[config.mk]
export PLATFORM = sky130hd
export DESIGN_NAME = fifo_rt_ctrl
export DESIGN_NICKNAME = d
export VERILOG_FILES = /design/src/rtl/fifo_rt_pkg.sv /design/src/rtl/fifo_rt_mem.sv /design/src/rtl/fifo_rt_ptrs.sv /design/src/rtl/fifo_rt_out.sv /design/src/rtl/fifo_rt_ctrl.sv
export SDC_FILE = /design/constraint.sdc
export NUM_CORES = 2
export LEC_CHECK = 0
export BUFFER_PORTS_ARGS = -buffer_cell sky130_fd_sc_hd__buf_2
export CORE_UTILIZATION = 60
export CTS_BUF_LIST = sky130_fd_sc_hd__clkbuf_16
export DETAILED_ROUTE_END_ITERATION = 8
export PLACE_DENSITY = 0.87
export SLEW_MARGIN = 0
export SYNTH_ARGS = -nofsm -noshare
export SYNTH_HDL_FRONTEND = slang
export SYNTH_SLANG_ARGS = --single-unit
[constraint.sdc]
create_clock -name clk -period 6.1 [get_ports clk]
set_clock_uncertainty 0.05 [all_clocks]
set_input_delay 0.61 -clock clk [delete_from_list [all_inputs] [get_ports clk]]
set_output_delay 0.61 -clock clk [all_outputs]
set_load 0.01 [all_outputs]
[src/rtl/fifo_rt_pkg.sv]
// Shared constants and types for the rewindable FIFO controller.
// Assumes a single clock domain for all users of these types.
package fifo_rt_pkg;
    localparam int WORD_W = 72;

    typedef logic [WORD_W-1:0] word_t;

    // Configuration captured during master reset.
    typedef struct packed {
        logic fwft;     // fall-through output discipline
        logic rt_zero;  // zero-latency rewind
    } mode_t;
endpackage

[src/rtl/fifo_rt_mem.sv]
// Word storage: one synchronous write port, one combinational read port.
// Assumes the caller never writes when full; contents are not reset.
module fifo_rt_mem #(
    parameter int DEPTH  = 16,
    parameter int WIDTH  = 72,
    parameter int ADDR_W = $clog2(DEPTH)
) (
    input  logic              clk,
    input  logic              we,
    input  logic [ADDR_W-1:0] waddr,
    input  logic [WIDTH-1:0]  wdata,
    input  logic [ADDR_W-1:0] raddr,
    output logic [WIDTH-1:0]  rdata
);
    logic [WIDTH-1:0] store [DEPTH];

    // Write the addressed location on an accepted write.
    always_ff @(posedge clk) begin
        if (we) begin
            store[waddr] <= wdata;
        end
    end

    // Present the addressed word without a clock.
    assign rdata = store[raddr];
endmodule

[src/rtl/fifo_rt_ptrs.sv]
// Write and read pointers, occupancy and rewind pointer handling.
// Assumes DEPTH is a power of two and that a rewind is issued only
// while fewer than DEPTH words have been written since the last reset.
module fifo_rt_ptrs #(
    parameter int DEPTH  = 16,
    parameter int ADDR_W = $clog2(DEPTH),
    parameter int PTR_W  = ADDR_W + 1
) (
    input  logic              clk,
    input  logic              clr_n,
    input  logic              wr_en,
    input  logic              pop,
    input  logic              rt,
    input  logic              rt_zero,
    output logic              wr_fire,
    output logic              rt_load,
    output logic [ADDR_W-1:0] waddr,
    output logic [ADDR_W-1:0] raddr,
    output logic [PTR_W-1:0]  wptr,
    output logic [PTR_W-1:0]  rptr,
    output logic [PTR_W-1:0]  count,
    output logic              mem_empty,
    output logic              mem_full
);
    localparam logic [PTR_W-1:0] FULL_CNT = PTR_W'(DEPTH);

    assign count     = wptr - rptr;
    assign mem_empty = (count == '0);
    assign mem_full  = (count == FULL_CNT);
    assign wr_fire   = wr_en && !mem_full;
    assign rt_load   = rt && rt_zero && (wptr != '0);
    assign waddr     = wptr[ADDR_W-1:0];
    assign raddr     = rt ? '0 : rptr[ADDR_W-1:0];

    // Advance the write pointer on each accepted write.
    always_ff @(posedge clk) begin
        if (!clr_n) begin
            wptr <= '0;
        end else if (wr_fire) begin
            wptr <= wptr + PTR_W'(1);
        end
    end

    // Rewind or advance the read pointer; a rewind wins over a pop.
    always_ff @(posedge clk) begin
        if (!clr_n) begin
            rptr <= '0;
        end else if (rt) begin
            rptr <= rt_load ? PTR_W'(1) : '0;
        end else if (pop) begin
            rptr <= rptr + PTR_W'(1);
        end
    end
endmodule

[src/rtl/fifo_rt_out.sv]
// Output register, fall-through valid bit, rewind hold and read select.
// Assumes mem_rdata already shows location 0 in a rewind cycle.
module fifo_rt_out #(
    parameter int WIDTH = 72
) (
    input  logic             clk,
    input  logic             clr_n,
    input  logic             fwft,
    input  logic             rt_zero,
    input  logic             rt,
    input  logic             rt_load,
    input  logic             mem_empty,
    input  logic             rd_en,
    input  logic             rd_cs,
    input  logic [WIDTH-1:0] mem_rdata,
    output logic             pop,
    output logic             hold,
    output logic             ov,
    output logic             oe,
    output logic [WIDTH-1:0] data_q
);
    logic rd_act;

    assign rd_act = rd_en && rd_cs;

    // Decide when a stored word moves into the output register.
    always_comb begin
        if (rt) begin
            pop = 1'b0;
        end else if (fwft) begin
            pop = !mem_empty && (!ov || rd_act);
        end else begin
            pop = rd_act && !mem_empty && !hold;
        end
    end

    // Update the output word, valid bit and rewind hold.
    always_ff @(posedge clk) begin
        if (!clr_n) begin
            data_q <= '0;
            ov     <= 1'b0;
            hold   <= 1'b0;
        end else if (rt) begin
            hold <= !fwft && !rt_zero;
            ov   <= fwft && rt_load;
            if (rt_load) begin
                data_q <= mem_rdata;
            end
        end else begin
            hold <= 1'b0;
            if (pop) begin
                data_q <= mem_rdata;
                ov     <= fwft;
            end else if (fwft && rd_act && ov) begin
                ov <= 1'b0;
            end
        end
    end

    // Register the read select as the output-drive indicator.
    always_ff @(posedge clk) begin
        if (!clr_n) begin
            oe <= 1'b0;
        end else begin
            oe <= rd_cs;
        end
    end
endmodule

[src/rtl/fifo_rt_ctrl.sv]
// Top of the rewindable FIFO controller: captures the configuration at
// master reset and combines pointer state into the mode-dependent flags.
// Assumes one clock for both ports and a power-of-two DEPTH.
module fifo_rt_ctrl #(
    parameter int DEPTH = 16,
    parameter int WIDTH = fifo_rt_pkg::WORD_W
) (
    input  logic             clk,
    input  logic             rst_n,
    input  logic             prst_n,
    input  logic             cfg_fwft,
    input  logic             cfg_rt_zero,
    input  logic             wr_en,
    input  logic [WIDTH-1:0] wr_data,
    input  logic             rd_en,
    input  logic             rd_cs,
    input  logic             rt_req,
    output logic [WIDTH-1:0] rd_data,
    output logic             rd_oe,
    output logic             empty,
    output logic             full,
    output logic             out_valid,
    output logic             in_ready,
    output logic             half_full
);
    localparam int ADDR_W = $clog2(DEPTH);
    localparam int PTR_W  = ADDR_W + 1;
    localparam int TOT_W  = PTR_W + 1;
    localparam logic [TOT_W-1:0] HALF_CNT = TOT_W'(DEPTH / 2);

    fifo_rt_pkg::mode_t mode_q;
    logic               clr_n;
    logic               wr_fire;
    logic               rt_load;
    logic               pop;
    logic               hold;
    logic               ov;
    logic               mem_empty;
    logic               mem_full;
    logic [ADDR_W-1:0]  waddr;
    logic [ADDR_W-1:0]  raddr;
    logic [PTR_W-1:0]   wptr;
    logic [PTR_W-1:0]   rptr;
    logic [PTR_W-1:0]   count;
    logic [TOT_W-1:0]   total;
    logic [WIDTH-1:0]   mem_rdata;

    assign clr_n = rst_n && prst_n;

    // Capture the configuration while master reset is held.
    always_ff @(posedge clk) begin
        if (!rst_n) begin
            mode_q.fwft    <= cfg_fwft;
            mode_q.rt_zero <= cfg_rt_zero;
        end
    end

    fifo_rt_mem #(
        .DEPTH (DEPTH),
        .WIDTH (WIDTH),
        .ADDR_W(ADDR_W)
    ) u_mem (
        .clk  (clk),
        .we   (wr_fire),
        .waddr(waddr),
        .wdata(wr_data),
        .raddr(raddr),
        .rdata(mem_rdata)
    );

    fifo_rt_ptrs #(
        .DEPTH (DEPTH),
        .ADDR_W(ADDR_W),
        .PTR_W (PTR_W)
    ) u_ptrs (
        .clk      (clk),
        .clr_n    (clr_n),
        .wr_en    (wr_en),
        .pop      (pop),
        .rt       (rt_req),
        .rt_zero  (mode_q.rt_zero),
        .wr_fire  (wr_fire),
        .rt_load  (rt_load),
        .waddr    (waddr),
        .raddr    (raddr),
        .wptr     (wptr),
        .rptr     (rptr),
        .count    (count),
        .mem_empty(mem_empty),
        .mem_full (mem_full)
    );

    fifo_rt_out #(
        .WIDTH(WIDTH)
    ) u_out (
        .clk      (clk),
        .clr_n    (clr_n),
        .fwft     (mode_q.fwft),
        .rt_zero  (mode_q.rt_zero),
        .rt       (rt_req),
        .rt_load  (rt_load),
        .mem_empty(mem_empty),
        .rd_en    (rd_en),
        .rd_cs    (rd_cs),
        .mem_rdata(mem_rdata),
        .pop      (pop),
        .hold     (hold),
        .ov       (ov),
        .oe       (rd_oe),
        .data_q   (rd_data)
    );

    // Count words held, including a valid fall-through output word.
    assign total = {1'b0, count} + TOT_W'(mode_q.fwft && ov);

    // Present the flags of the captured mode and hold the others low.
    always_comb begin
        empty     = !mode_q.fwft && (mem_empty || hold);
        full      = !mode_q.fwft && mem_full;
        out_valid = mode_q.fwft && ov;
        in_ready  = mode_q.fwft && !mem_full;
        half_full = total > HALF_CNT;
    end
endmodule

==> flow_summary.yaml <==
layout:
  layout.cells.non_filler: 4107
  regArea_um2: 36400
  syn_to_final_growth_pct: 11.7
  num-nets-final: 3038
  multiInputGateArea_um2: 11800
  nFillCells: 4642
  final_core_util_pct: 67.7
  drive_gt1_share_pct: 20.4
timing:
  timing.final.crit_period_ns: 5.01
  worst_slew_pin_slew_ns: 1.32
  post-route-period-util_pct: 82.1
  finalHoldViolations: 0
  slew_headroom_pct: 12.0
  setup_viol: 0
  rsz0062_at_grt: "false"
  max_freq_ghz: 0.200
  slew_viol_final: 0
  tns_ns: 0
clocking:
  clkSinkCount: 1239
  cts_buffers: 111
  cts_resized: 0
  clk_latency_ns: 0.69
  holdBufCountCts: 0
  clockBufferDepth: 3
  cts_setup_buffers: 0
  clk_pin_slew_ns: 0.06
  root_buffer: "clkbuf_16"
  cts_max_level: 3
  cts_tree: "yes"
critical_path:
  timing.rr.end: "u_mem.store[9][37]"
  cp-end-kind: "register"
  timing.rr.start: "u_ptrs.rptr[0]"
  arrival_ns: 5.31
  reg2reg_slack_ns: 1.09
  crit_fanout: 56
  critPathKind: "reg2reg"
  reg2reg_depth: 9
  crit_required_ns: 6.40
  start_kind: "register"
placement:
  dp_hpwl_mm: 65.1
  numPortBuffers: 158
  gp_congestion: 0.894
  place_inst: 3892
logic_synthesis:
  netlist_top_cells_area: "edfxtp_1 71%, mux2i_1 8.9%, dfxtp_1 3.5%"
  synth_area_leader_cell: "edfxtp_1"
  synth_compound_area_share_pct: 10.2
  muxShareOfSynthArea_pct: 12.2
  syn-cell-area_um2: 48800
  netlist_instances: 2814
  ys.flop_type: "edfxtp_1"
  synthSimpleGateAreaFrac_pct: 0.928
  syn_nets: 2907
  synth-seq-cells: 1239
  synth.yosys.seq_area_share_pct: 74.5
  async_flop_share_pct: 0
  synthAdderAreaFrac_pct: 0.323
  synth_warnings: 0
  synthXorXnorAreaFrac_pct: 0.0538
  synth.avg_cell_area_um2: 17.3
  ys_types: 51
  synth_top_area_share_pct: 71.0
  synth-edff-count: 1154
  synth_top_family_by_area: "multiplexers"
die:
  die-height_um: 287
  ios: 159
  dieWidth_um: 287
  fp.dieArea_um2: 82500
  rows: 104
  core_um2: 80500
  start_util_pct: 60.6
global_routing:
  grt_max_degree: 143
  antenna_found_initial: 9
  grt_pass1_wl_mm: 179
  grt_util_all_layers_pct: 29.3
  overflow: 0
  grt_pass1_vias: 28500
min_path:
  hold_depth: 1
  hp-class: "in2reg"
  min_to: "mode_q[0]"
  min_from: "cfg_rt_zero"
pwr:
  p_seq_share_pct: 54.8
  total_power_mw: 17.1
  combPwrFrac_pct: 4.1
  ir_worst_vdd_uv: 249
  clock_power_share_pct: 41.1
  swShare_pct: 20.9
  cell_internal_pwr_mw: 13.6
  p_sw_mw: 3.57
  p_leak_nw: 19.2
  powerDensity_nw_per_um2: 314
detailed_routing:
  drtPass1Iterations: 6
  drt_iter0_drc: 4163
  postRouteAntennaNets: 0
  wl_per_cell_um: 30.0
  vias_per_cell: 6.96
  vias: 28600
  drc: 0
  drt-total-wl_mm: 123
run:
  drv_cap: 0
status:
  status: "completed"
-- kinds of logic (layout without fill, tap and decap cells) --
group                    count (synthesis)  count (layout)
flip-flops                            1239            1239
XOR/XNOR                                 3               3
AO/OA/AOI/OAI                          694             694
AND/OR/NAND/NOR                         82              82
multiplexers                           576             576
other                                    0               6
buffers and inverters                  208             435
adder cells (fa/ha/maj)                 12              12
-- layout make-up --
class                      instances  share of cell area (%)
antenna                            6                  0.0275
clock buffer                     117                    5.37
inverter                          11                  0.0757
tap                             1060                    2.43
sequential                      1239                    66.7
timing repair buffer             215                    2.42
clock inverter                    92                    1.39
multi-input combinational       1367                    21.6
-- synthesized netlist by cell type, types with 3 or more instances --
cell,count
edfxtp_1,1154
mux2i_1,432
a21oi_1,155
o21ai_0,151
mux2_2,144
o221ai_1,144
clkbuf_1,129
dfxtp_1,85
a211oi_1,75
a22oi_1,73
a211oi_2,70
buf_2,39
and3_1,21
buf_1,21
nor2_1,13
nand2_1,12
ha_1,11
inv_1,10
nand3_1,9
buf_6,8
nor2b_1,6
a31oi_1,5
a21o_1,4
a31o_2,4
and2_1,3
nand2b_1,3
nand4_1,3
-- per-stage QoR --
| stage | cell area (um2) | hold slack, ns | worst slack (ns) |
|---|---|---|---|
| 5_1_grt | 54500 | 0.0478 | 1.04 |
| 3_3_place_gp | 50800 | 0.413 | 1.64 |
| 6_report | 54500 | 0.0487 | 1.09 |
| 2_1_floorplan | 48800 | 0.370 | 1.78 |
| 3_5_place_dp | 50800 | 0.430 | 1.30 |
| 4_1_cts | 54500 | 0.0371 | 1.25 |
-- placed cells by master, fill, tap and decap left out, types with 4 or more instances in the layout --
master and n:
nand2_1 8, a31o_2 4, nand2_4 4, and3_4 16, and3_1 5, buf_2 158
nor2b_1 4, nand3_1 9, ha_1 11, buf_12 8, diode_2 6, nor2_1 12
edfxtp_1 1154, clkinv_1 34, a211oi_1 75, buf_4 49, a211oi_2 70, clkinvlp_4 4
a22oi_1 73, mux2_2 144, o21ai_0 151, clkbuf_16 117, a31oi_1 4, a21oi_1 153
clkinv_2 16, dfxtp_1 84, mux2i_1 432, o221ai_1 144, bufinv_16 13, inv_1 31
-- flip-flops by register name, indices dropped and copies added, names as in the netlist --
name,cells
u_out.hold,1
u_out.oe,1
u_mem.store,1152
u_out.data_q,72
u_ptrs.wptr,5
u_out.ov,1
u_ptrs.rptr,5
mode_q,2
-- critical path, stage by stage (launching register included) --
cell and delay (ns):
dfxtp_4 0.65, ha_1 0.25, inv_1 0.06, fa_1 0.43, xor2_1 0.39, or4_4 0.24, a211oi_1 0.14, nor2_1 0.91
and3_4 1.10, buf_4 0.41
-- per-layer routing --
metal,track usage (%),routed length (um),vias up
met2,46.9,59200,2268
li1,-,-,11700
met5,0,51,-
met3,7.37,15300,297
met4,10.8,3840,8
met1,39.0,44700,14300
-- how the worst max path moves through the flow --
| stage | startpoint | to | slack, ns | cells after the start |
|---|---|---|---|---|
| 6_report | u_ptrs.rptr[0] | u_mem.store[9][37] | 1.09 | 9 |
| 5_1_grt | u_ptrs.rptr[2] | u_mem.store[9][38] | 1.04 | 8 |
| 4_1_cts | u_ptrs.rptr[0] | u_mem.store[9][38] | 1.25 | 9 |
| 3_5_place_dp | u_ptrs.rptr[0] | u_mem.store[9][41] | 1.30 | 9 |
| 3_3_place_gp | u_ptrs.rptr[0] | u_mem.store[9][35] | 1.64 | 9 |
| 2_1_floorplan | u_ptrs.wptr[0] | u_mem.store[11][0] | 1.78 | 10 |
-- power groups by stage --
stage	logic, mW	registers, mW	clock network [mW]
after floorplan	0.367	9.57	0
after global placement	0.634	9.56	0
after detailed placement	0.669	9.57	0
after CTS	0.682	9.39	7.04
after global routing	0.727	9.39	7.35
final	0.697	9.39	7.04
No activity file was read; power rests on OpenSTA's default activity.
